===== src/rtl/cc_pkg.sv =====
package cc_pkg;
   typedef enum logic {
      VEC_CAPTURE = 1'b0,
      VEC_ANALOG  = 1'b1
   } irq_vec_e;

   localparam int unsigned CLR_CMP1 = 0;
   localparam int unsigned CLR_CMP2 = 1;
   localparam int unsigned CLR_CAP  = 2;

   function automatic logic is_ramp_mode(input logic [7:0] m);
      return (m == 8'd2) || (m == 8'd3);
   endfunction
endpackage


===== src/rtl/cc_sync.sv =====
module cc_sync #(
   parameter int unsigned STAGES = 2
) (
   input  logic clk,
   input  logic rst_n,
   input  logic din,
   output logic level,
   output logic rise,
   output logic fall
);
   logic [STAGES-1:0] chain_q;
   logic              prev_q;

   generate
      if (STAGES < 2) begin : g_bad
         $error("cc_sync: STAGES must be at least 2");
      end
      if (STAGES == 2) begin : g_two
         always_ff @(posedge clk or negedge rst_n) begin
            if (!rst_n) chain_q <= '0;
            else        chain_q <= {chain_q[0], din};
         end
      end else begin : g_many
         always_ff @(posedge clk or negedge rst_n) begin
            if (!rst_n) chain_q <= '0;
            else        chain_q <= {chain_q[STAGES-2:0], din};
         end
      end
   endgenerate

   always_ff @(posedge clk or negedge rst_n) begin
      if (!rst_n) prev_q <= 1'b0;
      else        prev_q <= chain_q[STAGES-1];
   end

   assign level = chain_q[STAGES-1];
   assign rise  = level & ~prev_q;
   assign fall  = ~level & prev_q;
endmodule


===== src/rtl/cc_capture.sv =====
module cc_capture #(
   parameter int unsigned TMR_W = 16
) (
   input  logic             clk,
   input  logic             rst_n,
   input  logic             cap_evt,
   input  logic             cap_clr,
   output logic [TMR_W-1:0] timer_count,
   output logic [TMR_W-1:0] cap_value,
   output logic             cap_flag
);
   localparam logic [TMR_W-1:0] ONE = TMR_W'(1);

   always_ff @(posedge clk or negedge rst_n) begin
      if (!rst_n) begin
         timer_count <= '0;
         cap_value   <= '0;
         cap_flag    <= 1'b0;
      end else begin
         timer_count <= timer_count + ONE;
         if (cap_evt) cap_value <= timer_count;
         cap_flag <= (cap_flag & ~cap_clr) | cap_evt;
      end
   end
endmodule


===== src/rtl/cc_arbiter.sv =====
module cc_arbiter
   import cc_pkg::*;
(
   input  logic clk,
   input  logic rst_n,
   input  logic cap_set,
   input  logic an_set,
   input  logic ack,
   output logic cap_pend,
   output logic an_pend,
   output logic req,
   output logic id
);
   irq_vec_e grant;
   logic     clr_cap, clr_an;

   always_comb begin
      grant   = cap_pend ? VEC_CAPTURE : VEC_ANALOG;
      clr_cap = ack && cap_pend;
      clr_an  = ack && !cap_pend && an_pend;
   end

   always_ff @(posedge clk or negedge rst_n) begin
      if (!rst_n) begin
         cap_pend <= 1'b0;
         an_pend  <= 1'b0;
      end else begin
         cap_pend <= (cap_pend & ~clr_cap) | cap_set;
         an_pend  <= (an_pend & ~clr_an) | an_set;
      end
   end

   assign req = cap_pend | an_pend;
   assign id  = req ? logic'(grant) : 1'b0;
endmodule


===== src/rtl/cmp_capture_ctrl.sv =====
module cmp_capture_ctrl
   import cc_pkg::*;
#(
   parameter int unsigned TMR_W       = 16,
   parameter int unsigned MODE_W      = 2,
   parameter int unsigned SYNC_STAGES = 2
) (
   input  logic              clk,
   input  logic              rst_n,
   input  logic              ctrl_we,
   input  logic [MODE_W-1:0] ctrl_mode,
   input  logic              ctrl_src_sel,
   input  logic              ctrl_irq_en,
   input  logic              ctrl_edge_rise,
   input  logic              flag_clr_we,
   input  logic [2:0]        flag_clr,
   input  logic              cap_pin,
   input  logic              cmp1_out,
   input  logic              cmp2_out,
   input  logic              irq_ack,
   output logic [TMR_W-1:0]  timer_count,
   output logic [TMR_W-1:0]  cap_value,
   output logic              cap_flag,
   output logic [1:0]        cmp_flags,
   output logic              src_sel,
   output logic [MODE_W-1:0] mode,
   output logic              irq_req,
   output logic              irq_id
);
   localparam int unsigned N_IN = 3;

   generate
      if (TMR_W < 2)     begin : g_bad_w $error("TMR_W must be at least 2"); end
      if (MODE_W < 2 || MODE_W > 8) begin : g_bad_m $error("MODE_W must be 2..8"); end
   endgenerate

   logic            irq_en_q, edge_rise_q;
   logic [N_IN-1:0] raw_in, lvl, rise, fall;
   logic            cap_evt, an_set, cap_pend, an_pend;
   logic [2:0]      clr_mask;

   assign raw_in = {cmp2_out, cmp1_out, cap_pin};

   for (genvar g = 0; g < N_IN; g++) begin : g_sync
      cc_sync #(.STAGES(SYNC_STAGES)) i_sync (
         .clk(clk), .rst_n(rst_n), .din(raw_in[g]),
         .level(lvl[g]), .rise(rise[g]), .fall(fall[g])
      );
   end

   // control register; ramp modes force the comparator as capture source
   always_ff @(posedge clk or negedge rst_n) begin
      if (!rst_n) begin
         mode        <= '0;
         irq_en_q    <= 1'b0;
         edge_rise_q <= 1'b0;
         src_sel     <= 1'b0;
      end else if (ctrl_we) begin
         mode        <= ctrl_mode;
         irq_en_q    <= ctrl_irq_en;
         edge_rise_q <= ctrl_edge_rise;
         src_sel     <= ctrl_src_sel | is_ramp_mode(8'(ctrl_mode));
      end
   end

   assign clr_mask = flag_clr_we ? flag_clr : 3'b000;

   always_comb begin
      if (src_sel) cap_evt = edge_rise_q ? rise[2] : fall[2];
      else         cap_evt = edge_rise_q ? rise[0] : fall[0];
   end

   always_ff @(posedge clk or negedge rst_n) begin
      if (!rst_n) cmp_flags <= 2'b00;
      else        cmp_flags <= (cmp_flags & ~clr_mask[CLR_CMP2:CLR_CMP1]) | rise[2:1];
   end

   assign an_set = irq_en_q & (|cmp_flags);

   cc_capture #(.TMR_W(TMR_W)) i_capture (
      .clk(clk), .rst_n(rst_n), .cap_evt(cap_evt), .cap_clr(clr_mask[CLR_CAP]),
      .timer_count(timer_count), .cap_value(cap_value), .cap_flag(cap_flag)
   );

   cc_arbiter i_arbiter (
      .clk(clk), .rst_n(rst_n), .cap_set(cap_evt), .an_set(an_set), .ack(irq_ack),
      .cap_pend(cap_pend), .an_pend(an_pend), .req(irq_req), .id(irq_id)
   );
endmodule


===== config.mk =====
export PLATFORM = sky130hd
export DESIGN_NAME = cmp_capture_ctrl
export DESIGN_NICKNAME = d
export VERILOG_FILES = /design/src/rtl/cc_pkg.sv /design/src/rtl/cc_sync.sv /design/src/rtl/cc_capture.sv /design/src/rtl/cc_arbiter.sv /design/src/rtl/cmp_capture_ctrl.sv
export SDC_FILE = /design/constraint.sdc
export NUM_CORES = 1
export LEC_CHECK = 0
export BUFFER_PORTS_ARGS = -buffer_cell sky130_fd_sc_hd__buf_2
export CORE_UTILIZATION = 54
export DETAILED_ROUTE_END_ITERATION = 12
export PLACE_DENSITY_LB_ADDON = 0.08
export SLEW_MARGIN = 5
export SYNTH_ARGS = -nofsm -noshare
export SYNTH_HDL_FRONTEND = slang
export SYNTH_SLANG_ARGS = --single-unit

===== constraint.sdc =====
create_clock -name clk -period 4.7 [get_ports clk]
set_input_delay 0.94 -clock clk [delete_from_list [all_inputs] [get_ports clk]]
set_output_delay 0.94 -clock clk [all_outputs]
set_load 0.005 [all_outputs]

==> flow_summary.yaml, run 1 <==
status:
  status: "finished clean"
clocking:
  cts-resized-gates: 0
  cts.sinks: 51
  htree_num_levels: 2
  clock_latency_ps: 350
  cts_buffers: 5
  cts_tree: "yes"
  cts_hold_buf: 0
  cts_root_buffer: "clkbuf_4"
  cts_setup_buffers: 0
  clk_pin_slew_ps: 130
  cts_buffer_depth: 2
setup_path:
  cpPeakStageDelay_ps: 420
  crit_chain: "or2_2, buf_2"
  critPathSlowestCell: "dfrtp_1"
  required_ps: 3760
  worstPathMaxFanout: 4
  worst_setup_path_end_kind: "output port"
  timing.critical_path.from_type: "register"
  worst-path-buf-inv: 1
  worstPathArrival_ps: 1190
  regToRegSetupSlack_ps: 2580
  critical-path-top-delay-family: "flip-flops"
  path_class: "reg -> out"
floorplan:
  die_area_um2: 3861
  pin_count: 56
  row_count: 21
  core_area_um2: 3390
  die_width_um: 62.14
  start_util: 0.5762
  die_y_um: 62.14
grt:
  grt_pass1_vias: 1301
  use_met2: 0.3393
  globalRouteMet3Util: 0.04596
  grt.overflow.total: 0
  grt_max_degree: 52
  grt_usage: 0.1943
  antenna_found_initial: 0
  met1_usage: 0.2313
  grt_pass1_wl_mm: 5.802
  top_usage_layer: "met2"
route:
  routedWlPerCell_um: 13.24
  vias_per_cell: 5.273
  drt_wl_total_mm: 3.296
  dr.first_iter.drc_count: 43
  drc: 0
  via_count: 1313
  dr.pass1.iters: 4
  ant_nets: 0
timing:
  hold_ws_ps: 357.6
  tightest_slew_ps: 1114
  fin_crit_ps: 2128
  slew_viol_final: 0
  fin_skew_ps: 12.69
  final_hold_viol_count: 0
  post-route-period-util: 0.4527
  fin_ws_ps: 2572
  fin_setup_tns_ps: 0
  slew_headroom: 0.2519
  setup_viol: 0
  rsz0062_at_grt: "false"
  max_freq_ghz: 0.4700
yosys:
  yosysTopAreaCell: "dfrtp_1"
  ys_ff_latch: 51
  syn-num-nets: 158
  dominantRegCellSynth: "dfrtp_1"
  synth_cell_types: 22
  yosysWarnings: 0
  netlist_instances: 141
  syn_area_per_cell_um2: 13.85
  synth_edf_count: 0
  ys_async_sr_fraction: 1.000
  netlist.area_leader.share: 0.6534
  ys_seq_area_frac: 0.6534
  synthTopCellsByArea: "dfrtp_1, mux2_2, xor2_1, xnor2_1, nand3_1"
  syn_area_um2: 1953
placed_design:
  port_buffers: 55
  dp_hpwl_mm: 2.373
  gp_congestion: 0.7598
  place_ws_ps: 2507
  place_area_um2: 2275
job:
  drv_cap: 0
pwr:
  irDropWorstVdd_mv: 0.2273
  p_leak_nw: 1.204
  p_per_area_nw_per_um2: 317.0
cells_and_area:
  area_growth_pct: 19.03
  finalInstanceArea_um2: 2325
  final_cell_mix: "buf_2, dfrtp_1, mux2_2"
  layout_commonest_cell: "buf_2"
  final_nets: 219
  diodes: 0
  drive_gt1_frac: 0.4187
min_path:
  hp-class: "reg -> reg"
## cells in the mapped netlist, types with 2 or more instances
cell and instances:
o21ai_0 5, dfrtp_1 51, nor2_1 3, xnor2_1 6
xor2_1 8, nor3_1 4, nand4_1 3, nor4bb_2 2
nand3_1 9, nor4_1 4, inv_1 7, mux2_2 20
nand2_1 10
## stage by stage
stage | utilization | total power, mW | instances
after floorplan | - | 0.5263 | 141
after global placement | 0.6711 | 0.5641 | 241
after detailed placement | 0.6711 | 0.5679 | 241
after CTS | 0.6859 | 0.7498 | 249
after global routing | 0.6859 | 0.7789 | 249
final | 0.6859 | 0.7370 | 249
## flip-flops by register name, summed over array words and instances, names as in the netlist
| name | cells |
|---|---|
| i_arbiter.cap_pend | 1 |
| irq_en_q | 1 |
| g_sync.i_sync.chain_q | 6 |
| i_capture.timer_count | 16 |
| g_sync.i_sync.prev_q | 3 |
| cmp_flags | 2 |
| i_capture.cap_value | 16 |
| mode | 2 |
| edge_rise_q | 1 |
| i_capture.cap_flag | 1 |
| i_arbiter.an_pend | 1 |
| src_sel | 1 |
## final timing paths
check | start | endpoint | cells after the start
setup / recovery | i_arbiter.cap_pend | irq_req | 2
hold / removal | g_sync[1].i_sync.chain_q[0] | g_sync[1].i_sync.chain_q[1] | 0
setup reg to reg | src_sel | i_capture.cap_value[0] | 3
hold reg to reg | g_sync[1].i_sync.chain_q[0] | g_sync[1].i_sync.chain_q[1] | 0
max in group asynchronous | rst_n | i_capture.timer_count[1] | 1
min in group asynchronous | rst_n | i_arbiter.an_pend | 1
## where the power goes
group	total, mW	internal [mW]	switching [mW]
Combinational	0.0777	0.0421	0.0356
Sequential	0.479	0.464	0.0148
Clock	0.180	0.0586	0.122
Total	0.737	0.565	0.172
## final cells by class
class                           instances  area [µm²]
Sequential cell                        51        1276
Fill cell                             268        1065
Multi-Input combinational cell         82       639.4
Timing Repair Buffer                   55       275.3
Tap cell                               46       57.56
Clock buffer                            7       45.04
Inverter                                7       26.28
Clock inverter                          1       5.005
## logic make-up (layout without fill, tap and decap cells)
kind of cell    Yosys count  after routing  share of synthesized area
fa+ha+maj                 1              1                   0.006405
simple gates             41             41                     0.1275
xor+xnor                 14             14                    0.06278
flops                    51             51                     0.6534
mux                      20             20                     0.1153
buf+inv                   8             70                    0.01922
compound gates            6              6                    0.01537
## routing by layer
layer | wire length (µm) | vias up | share of wire
met4 | 22 | 0 | 0.0067
met1 | 1379 | 650 | 0.42
met3 | 177 | 2 | 0.054
met2 | 1716 | 45 | 0.52
met5 | 0 | - | 0
li1 | - | 616 | -
## worst register-to-register path, delay by kind of cell, from the launching register on
family	cells	cell delay [ps]
and+or+nand+nor	2	1150
DFF	1	450
muxes	1	420
(Power assumes the default switching activity.)
==> run 2, diff against run 1 <==
--- a/config.mk
+++ b/config.mk
@@ -5,8 +5,9 @@
 export SDC_FILE = /design/constraint.sdc
 export NUM_CORES = 1
 export LEC_CHECK = 0
+export ABC_AREA = 1
 export BUFFER_PORTS_ARGS = -buffer_cell sky130_fd_sc_hd__buf_2
-export CORE_UTILIZATION = 54
+export CORE_UTILIZATION = 46
 export DETAILED_ROUTE_END_ITERATION = 12
 export PLACE_DENSITY_LB_ADDON = 0.08
 export SLEW_MARGIN = 5
==> constraint.sdc (replaced) <==
create_clock -name clk -period 1.75 [get_ports clk]
set_input_delay 0.35 -clock clk [delete_from_list [all_inputs] [get_ports clk]]
set_output_delay 0.35 -clock clk [all_outputs]
set_load 0.005 [all_outputs]
==> run 2 against run 1 <==
- worst setup slack lost 2100 ps
- synthesized cell count increased by 50%
- critical path depth grew 3
- via count is 19% higher
- critical path type is now reg -> reg
- largest power group unchanged
==> flow_summary.yaml, run 2 <==
status:
  status: "finished clean"
route:
  drc: 0
  vias_per_cell: 4.843
  routedWlPerCell_um: 11.83
  drt_wl_total_mm: 3.834
  dr.first_iter.drc_count: 80
  ant_nets: 0
  via_count: 1569
  dr.pass1.iters: 4
yosys:
  synth_commonest_cells: "nand2_1, dfrtp_1, nand3_1"
  syn_area_um2: 2086
  dominantRegCellSynth: "dfrtp_1"
  syn_area_per_cell_um2: 9.885
  syn-num-nets: 228
  ys_ff_latch: 51
  synth_cell_types: 21
  ys_seq_area_frac: 0.6119
  synth_most_common_cell: "nand2_1"
  yosysWarnings: 0
  yosysTopAreaCell: "dfrtp_1"
  synth_edf_count: 0
  ys_async_sr_fraction: 1.000
  netlist.area_leader.share: 0.6119
  netlist_instances: 211
  synthTopCellsByArea: "dfrtp_1, nand2_1, nand3_1, inv_1, xnor2_1"
cells_and_area:
  diodes: 0
  utilization: 0.5736
  drive_gt1_frac: 0.2794
  final_nets: 288
  final_cell_mix: "nand2_1, buf_2, dfrtp_1"
  finalInstanceArea_um2: 2497
  num-fill-cells: 410
  area_growth_pct: 19.74
  layout_commonest_cell: "nand2_1"
  reg_top3: "i_capture.cap_value: 16 flops, i_capture.timer_count: 16 flops, g_sync.i_sync.chain_q: 6 flops"
timing:
  fin_skew_ps: 6.578
  post-route-period-util: 0.7367
  slew_headroom: 0.8234
  rsz0062_at_grt: "false"
  final_hold_viol_count: 0
  max_freq_ghz: 0.7756
  tightest_slew_ps: 264.9
  setup_viol: 0
  slew_viol_final: 0
  fin_ws_ps: 460.7
  fin_setup_tns_ps: 0
  fin_crit_ps: 1289
grt:
  grt_usage: 0.1822
  grt.overflow.total: 0
  grt_pass1_wl_mm: 6.775
  grt_pass1_vias: 1462
  antenna_found_initial: 0
  grt_max_degree: 52
floorplan:
  die_width_um: 69.34
  core_area_um2: 4354
  start_util: 0.4790
  pin_count: 56
  row_count: 24
  die_area_um2: 4807
  die_y_um: 69.34
placed_design:
  place_ws_ps: 477.3
  place_area_um2: 2416
  gp_congestion: 0.7595
  port_buffers: 55
  dp_hpwl_mm: 2.833
clocking:
  cts_buffer_depth: 2
  htree_num_levels: 2
  cts.sinks: 51
  cts_hold_buf: 0
  cts_root_buffer: "clkbuf_8"
  cts_tree: "yes"
  clk_pin_slew_ps: 90
  clock_latency_ps: 300
  cts_buffers: 5
  cts_setup_buffers: 0
  cts-resized-gates: 0
setup_path:
  path_class: "reg -> reg"
  timing.critical_path.from_type: "register"
  worst_setup_path_end_kind: "register"
  worstPathArrival_ps: 1470
  worstPathMaxFanout: 7
  required_ps: 1930
  ff2ff_path_depth: 5
job:
  drv_cap: 0
pwr:
  p_leak_nw: 1.337
  irDropWorstVdd_mv: 0.4658
  p_per_area_nw_per_um2: 860.4
  p_total_mw: 2.149
min_path:
  hp-class: "in -> async"
==> run 2: stage by stage <==
step	std cells	hold slack [ps]
finish	324	22.73
global route	324	29.62
CTS	324	34.98
detailed placement	316	334.7
global placement	316	333.8
floorplan	211	54.41
==> run 2: layout make-up <==
type,count,area [µm²],share of cell area
sequential,51,1276,0.5110
tap,52,65.06,0.02605
timing repair buffer,56,295.3,0.1182
clock buffer,7,76.32,0.03056
multi-input combinational,140,715.7,0.2866
inverter,17,63.81,0.02555
clock inverter,1,5.005,0.002004
==> run 2: worst max-delay path: stages (launching register included) <==
cell     delay [ps]
dfrtp_1         420
ha_1            230
nand3_2         130
nor2_4          180
nand2_1          90
xnor2_1         120
==> run 2: cell families after synthesis <==
| family | Yosys count | synth area share |
|---|---|---|
| buffers and inverters | 20 | 0.04499 |
| adder cells (fa/ha/maj) | 1 | 0.005998 |
| AND/OR/NAND/NOR | 119 | 0.2657 |
| XOR/XNOR | 8 | 0.03359 |
| flip-flops | 51 | 0.6119 |
| AO/OA/AOI/OAI | 9 | 0.02159 |
| multiplexers | 3 | 0.01620 |
==> run 2: worst paths after layout <==
kind                                                  start                          end  slack (ps)
worst max-delay path               i_capture.timer_count[0]     i_capture.timer_count[8]         460
worst min-delay path                                  rst_n                      mode[1]          20
worst max register to register     i_capture.timer_count[0]     i_capture.timer_count[8]         460
worst min register to register  g_sync[1].i_sync.chain_q[0]  g_sync[1].i_sync.chain_q[1]         350
max in group asynchronous                             rst_n     i_capture.timer_count[7]        1500
min in group clk                                    cap_pin  g_sync[0].i_sync.chain_q[0]         150
==> run 2: layer usage <==
metal,track usage,part of all wire,wire length [µm],vias up
li1,-,-,-,798
met1,0.2539,0.51,1943,725
met2,0.2762,0.44,1683,42
met3,0.05523,0.045,172,4
met4,0.05442,0.0091,35,0
met5,0,0,0,-
==> run 2: report_power, final <==
| group | internal (mW) | switching, mW | leakage, nW |
|---|---|---|---|
| Clock | 0.281 | 0.357 | 0.0422 |
| Sequential | 1.24 | 0.0341 | 0.640 |
| Combinational | 0.0943 | 0.138 | 0.655 |
| Total | 1.62 | 0.529 | 1.34 |
==> run 3, diff against run 2 <==
--- a/config.mk
+++ b/config.mk
@@ -7,7 +7,7 @@
 export LEC_CHECK = 0
 export ABC_AREA = 1
 export BUFFER_PORTS_ARGS = -buffer_cell sky130_fd_sc_hd__buf_2
-export CORE_UTILIZATION = 46
+export CORE_UTILIZATION = 51
 export DETAILED_ROUTE_END_ITERATION = 12
 export PLACE_DENSITY_LB_ADDON = 0.08
 export SLEW_MARGIN = 5
==> constraint.sdc (replaced) <==
create_clock -name clk -period 1.2 [get_ports clk]
set_input_delay 0.24 -clock clk [delete_from_list [all_inputs] [get_ports clk]]
set_output_delay 0.24 -clock clk [all_outputs]
set_load 0.005 [all_outputs]
==> run 3 against run 2 <==
- the flow now finishes with violations (setup timing)
- maximum frequency is 7.1% higher
- largest power group unchanged
- worst setup slack worse by 460 ps
- final cell count rose by 7.7%
- hold slack improved by 8.3 ps
- clock-buffer cell count is the same
- utilization grew 18 points
- global-route usage grew 3.3 points
- non-clock buffer count rose by 29
- die area fell by 9.5%
- wire length grew 15%
- critical path depth stayed put
==> flow_summary.yaml, run 3 (same netlist as run 2, synthesis figures left out) <==
setup_path:
  worstPathArrival_ps: 1440
  required_ps: 1430
  path_class: "reg -> reg"
  crit_chain: "ha_2, nand3_4, nor2_4, buf_4, xor2_1"
  worstPathMaxFanout: 7
  critical-path-top-delay-family: "flip-flops"
  cpPeakStageDelay_ps: 360
  worst-path-buf-inv: 1
  critPathSlowestCell: "dfrtp_1"
  crit_path_start: "i_capture.timer_count[1]"
  timing.critical_path.from_type: "register"
  rr_startpoint: "i_capture.timer_count[1]"
  worst_setup_path_end_kind: "register"
  cp.depth: 5
  ff2ff_path_depth: 5
pwr:
  power.internal_mw: 2.453
  p_per_area_nw_per_um2: 1154
  p_total_mw: 3.287
  p_clk_frac: 0.315
  switchingPower_uw: 833.6
  irDropWorstVdd_mv: 1.091
  swShare: 0.2536
  p_leak_nw: 1.498
  p_seq_frac: 0.570
  comb_power_share: 0.115
cells_and_area:
  final_cells: 349
  diodes: 0
  drive_gt1_frac: 0.3953
  reg_top3: "i_capture.cap_value: 16 flops, i_capture.timer_count: 16 flops, g_sync.i_sync.chain_q: 6 flops"
  area_growth_pct: 36.59
  final_cell_mix: "nand2_1, buf_2, dfrtp_1"
  final_nets: 317
  layout_commonest_cell: "nand2_1"
route:
  drc: 0
  routedWlPerCell_um: 12.62
  dr.first_iter.drc_count: 120
  drt_wl_total_mm: 4.406
  dr.pass1.iters: 4
  via_count: 1700
  ant_nets: 0
  vias_per_cell: 4.871
timing:
  slew_headroom: 0.8194
  setup_viol: 1
  rsz0062_at_grt: "true"
  hold_ws_ps: 30.99
  fin_skew_ps: 12.34
  final_hold_viol_count: 0
  tightest_slew_ps: 270.9
  max_freq_ghz: 0.8305
  fin_crit_ps: 1204
  post-route-period-util: 1.003
  slew_viol_final: 0
  fin_ws_ps: -4.159
clocking:
  clk_pin_slew_ps: 90
  htree_num_levels: 2
  cts_root_buffer: "clkbuf_8"
  cts_buffers: 5
  cts.sinks: 51
  clock_latency_ps: 310
  cts_buffer_depth: 2
  cts_tree: "yes"
min_path:
  hp-start: "cmp1_out"
  hp-class: "in -> reg"
  holdPathStages: 1
placed_design:
  gp_congestion: 0.8157
  dp_hpwl_mm: 3.025
  place_inst: 325
  port_buffers: 55
grt:
  grt_pass1_vias: 1532
  grt.overflow.total: 0
  grt_max_degree: 52
  grt_usage: 0.2155
  grt_pass1_wl_mm: 6.872
  antenna_found_initial: 0
status:
  status: "finished, violations left"
  violations: "setup timing"
floorplan:
  die_y_um: 65.95
  start_util: 0.5491
  core_area_um2: 3799
  die_area_um2: 4349
  pin_count: 56
  row_count: 22
  die_width_um: 65.95
job:
  drv_cap: 0
==> run 3: worst paths after layout <==
kind                                               end  slack [ps]
min in group asynchronous  g_sync[1].i_sync.chain_q[1]         440
min                        g_sync[1].i_sync.chain_q[0]          30
min reg2reg                g_sync[0].i_sync.chain_q[1]         350
max in group asynchronous    i_capture.timer_count[11]         500
max                           i_capture.timer_count[6]          -4
max reg2reg                   i_capture.timer_count[6]          -4
==> run 3: per-layer routing <==
layer  part of all wire  GRT usage  up-vias  wire (µm)
met5                  0          0        -          0
met4              0.030    0.07181        0        130
met3              0.047    0.07069       12        208
met2               0.45     0.3214       52       1996
met1               0.47     0.2960      785       2071
li1                   -          -      851          -
==> run 3: power groups by stage <==
stage / clock [mW] / combinational [mW] / sequential [mW]
finish: 1.04 / 0.379 / 1.87
global route: 1.11 / 0.432 / 1.88
floorplan: 0 / 0.185 / 1.90
detailed placement: 0 / 0.364 / 1.90
CTS: 1.04 / 0.367 / 1.87
global placement: 0 / 0.353 / 1.90
==> run 3: timing repair <==
action                     4_1_cts  5_1_grt
gates resized for setup          4       29
setup buffers                    8       10
cloned                           0        0
hold endpoints to repair        51        0
pin swaps                        0        5
setup endpoints to repair       10       30
hold buffers                     1        0
==> run 3: worst register-to-register path: cells and delay by family, from the launching register on <==
kind	cells	cell delay, ps
flops	1	360
xor+xnor	1	130
buf+inv	1	140
fa+ha+maj	1	210
simple gates	2	290
==> run 3: area by class of cell <==
cell class	instances	area (µm²)
clock buffer	7	86.33
multi-input combinational	140	758.2
sequential	51	1281
clock inverter	1	8.758
tap	48	60.06
inverter	17	63.81
fill	273	949.7
timing repair buffer	85	590.6
==> run 3: metrics by stage <==
stage	setup WS (ps)	util	area, µm²	TNS (ps)
after global placement	55.47	0.6604	2509	0
after CTS	-7.838	0.7019	2666	-10.21
after floorplan	13.76	-	2086	0
after detailed placement	20.97	0.6604	2509	0
after global routing	-59.04	0.7500	2849	-485.4
final	-4.159	0.7500	2849	-4.159
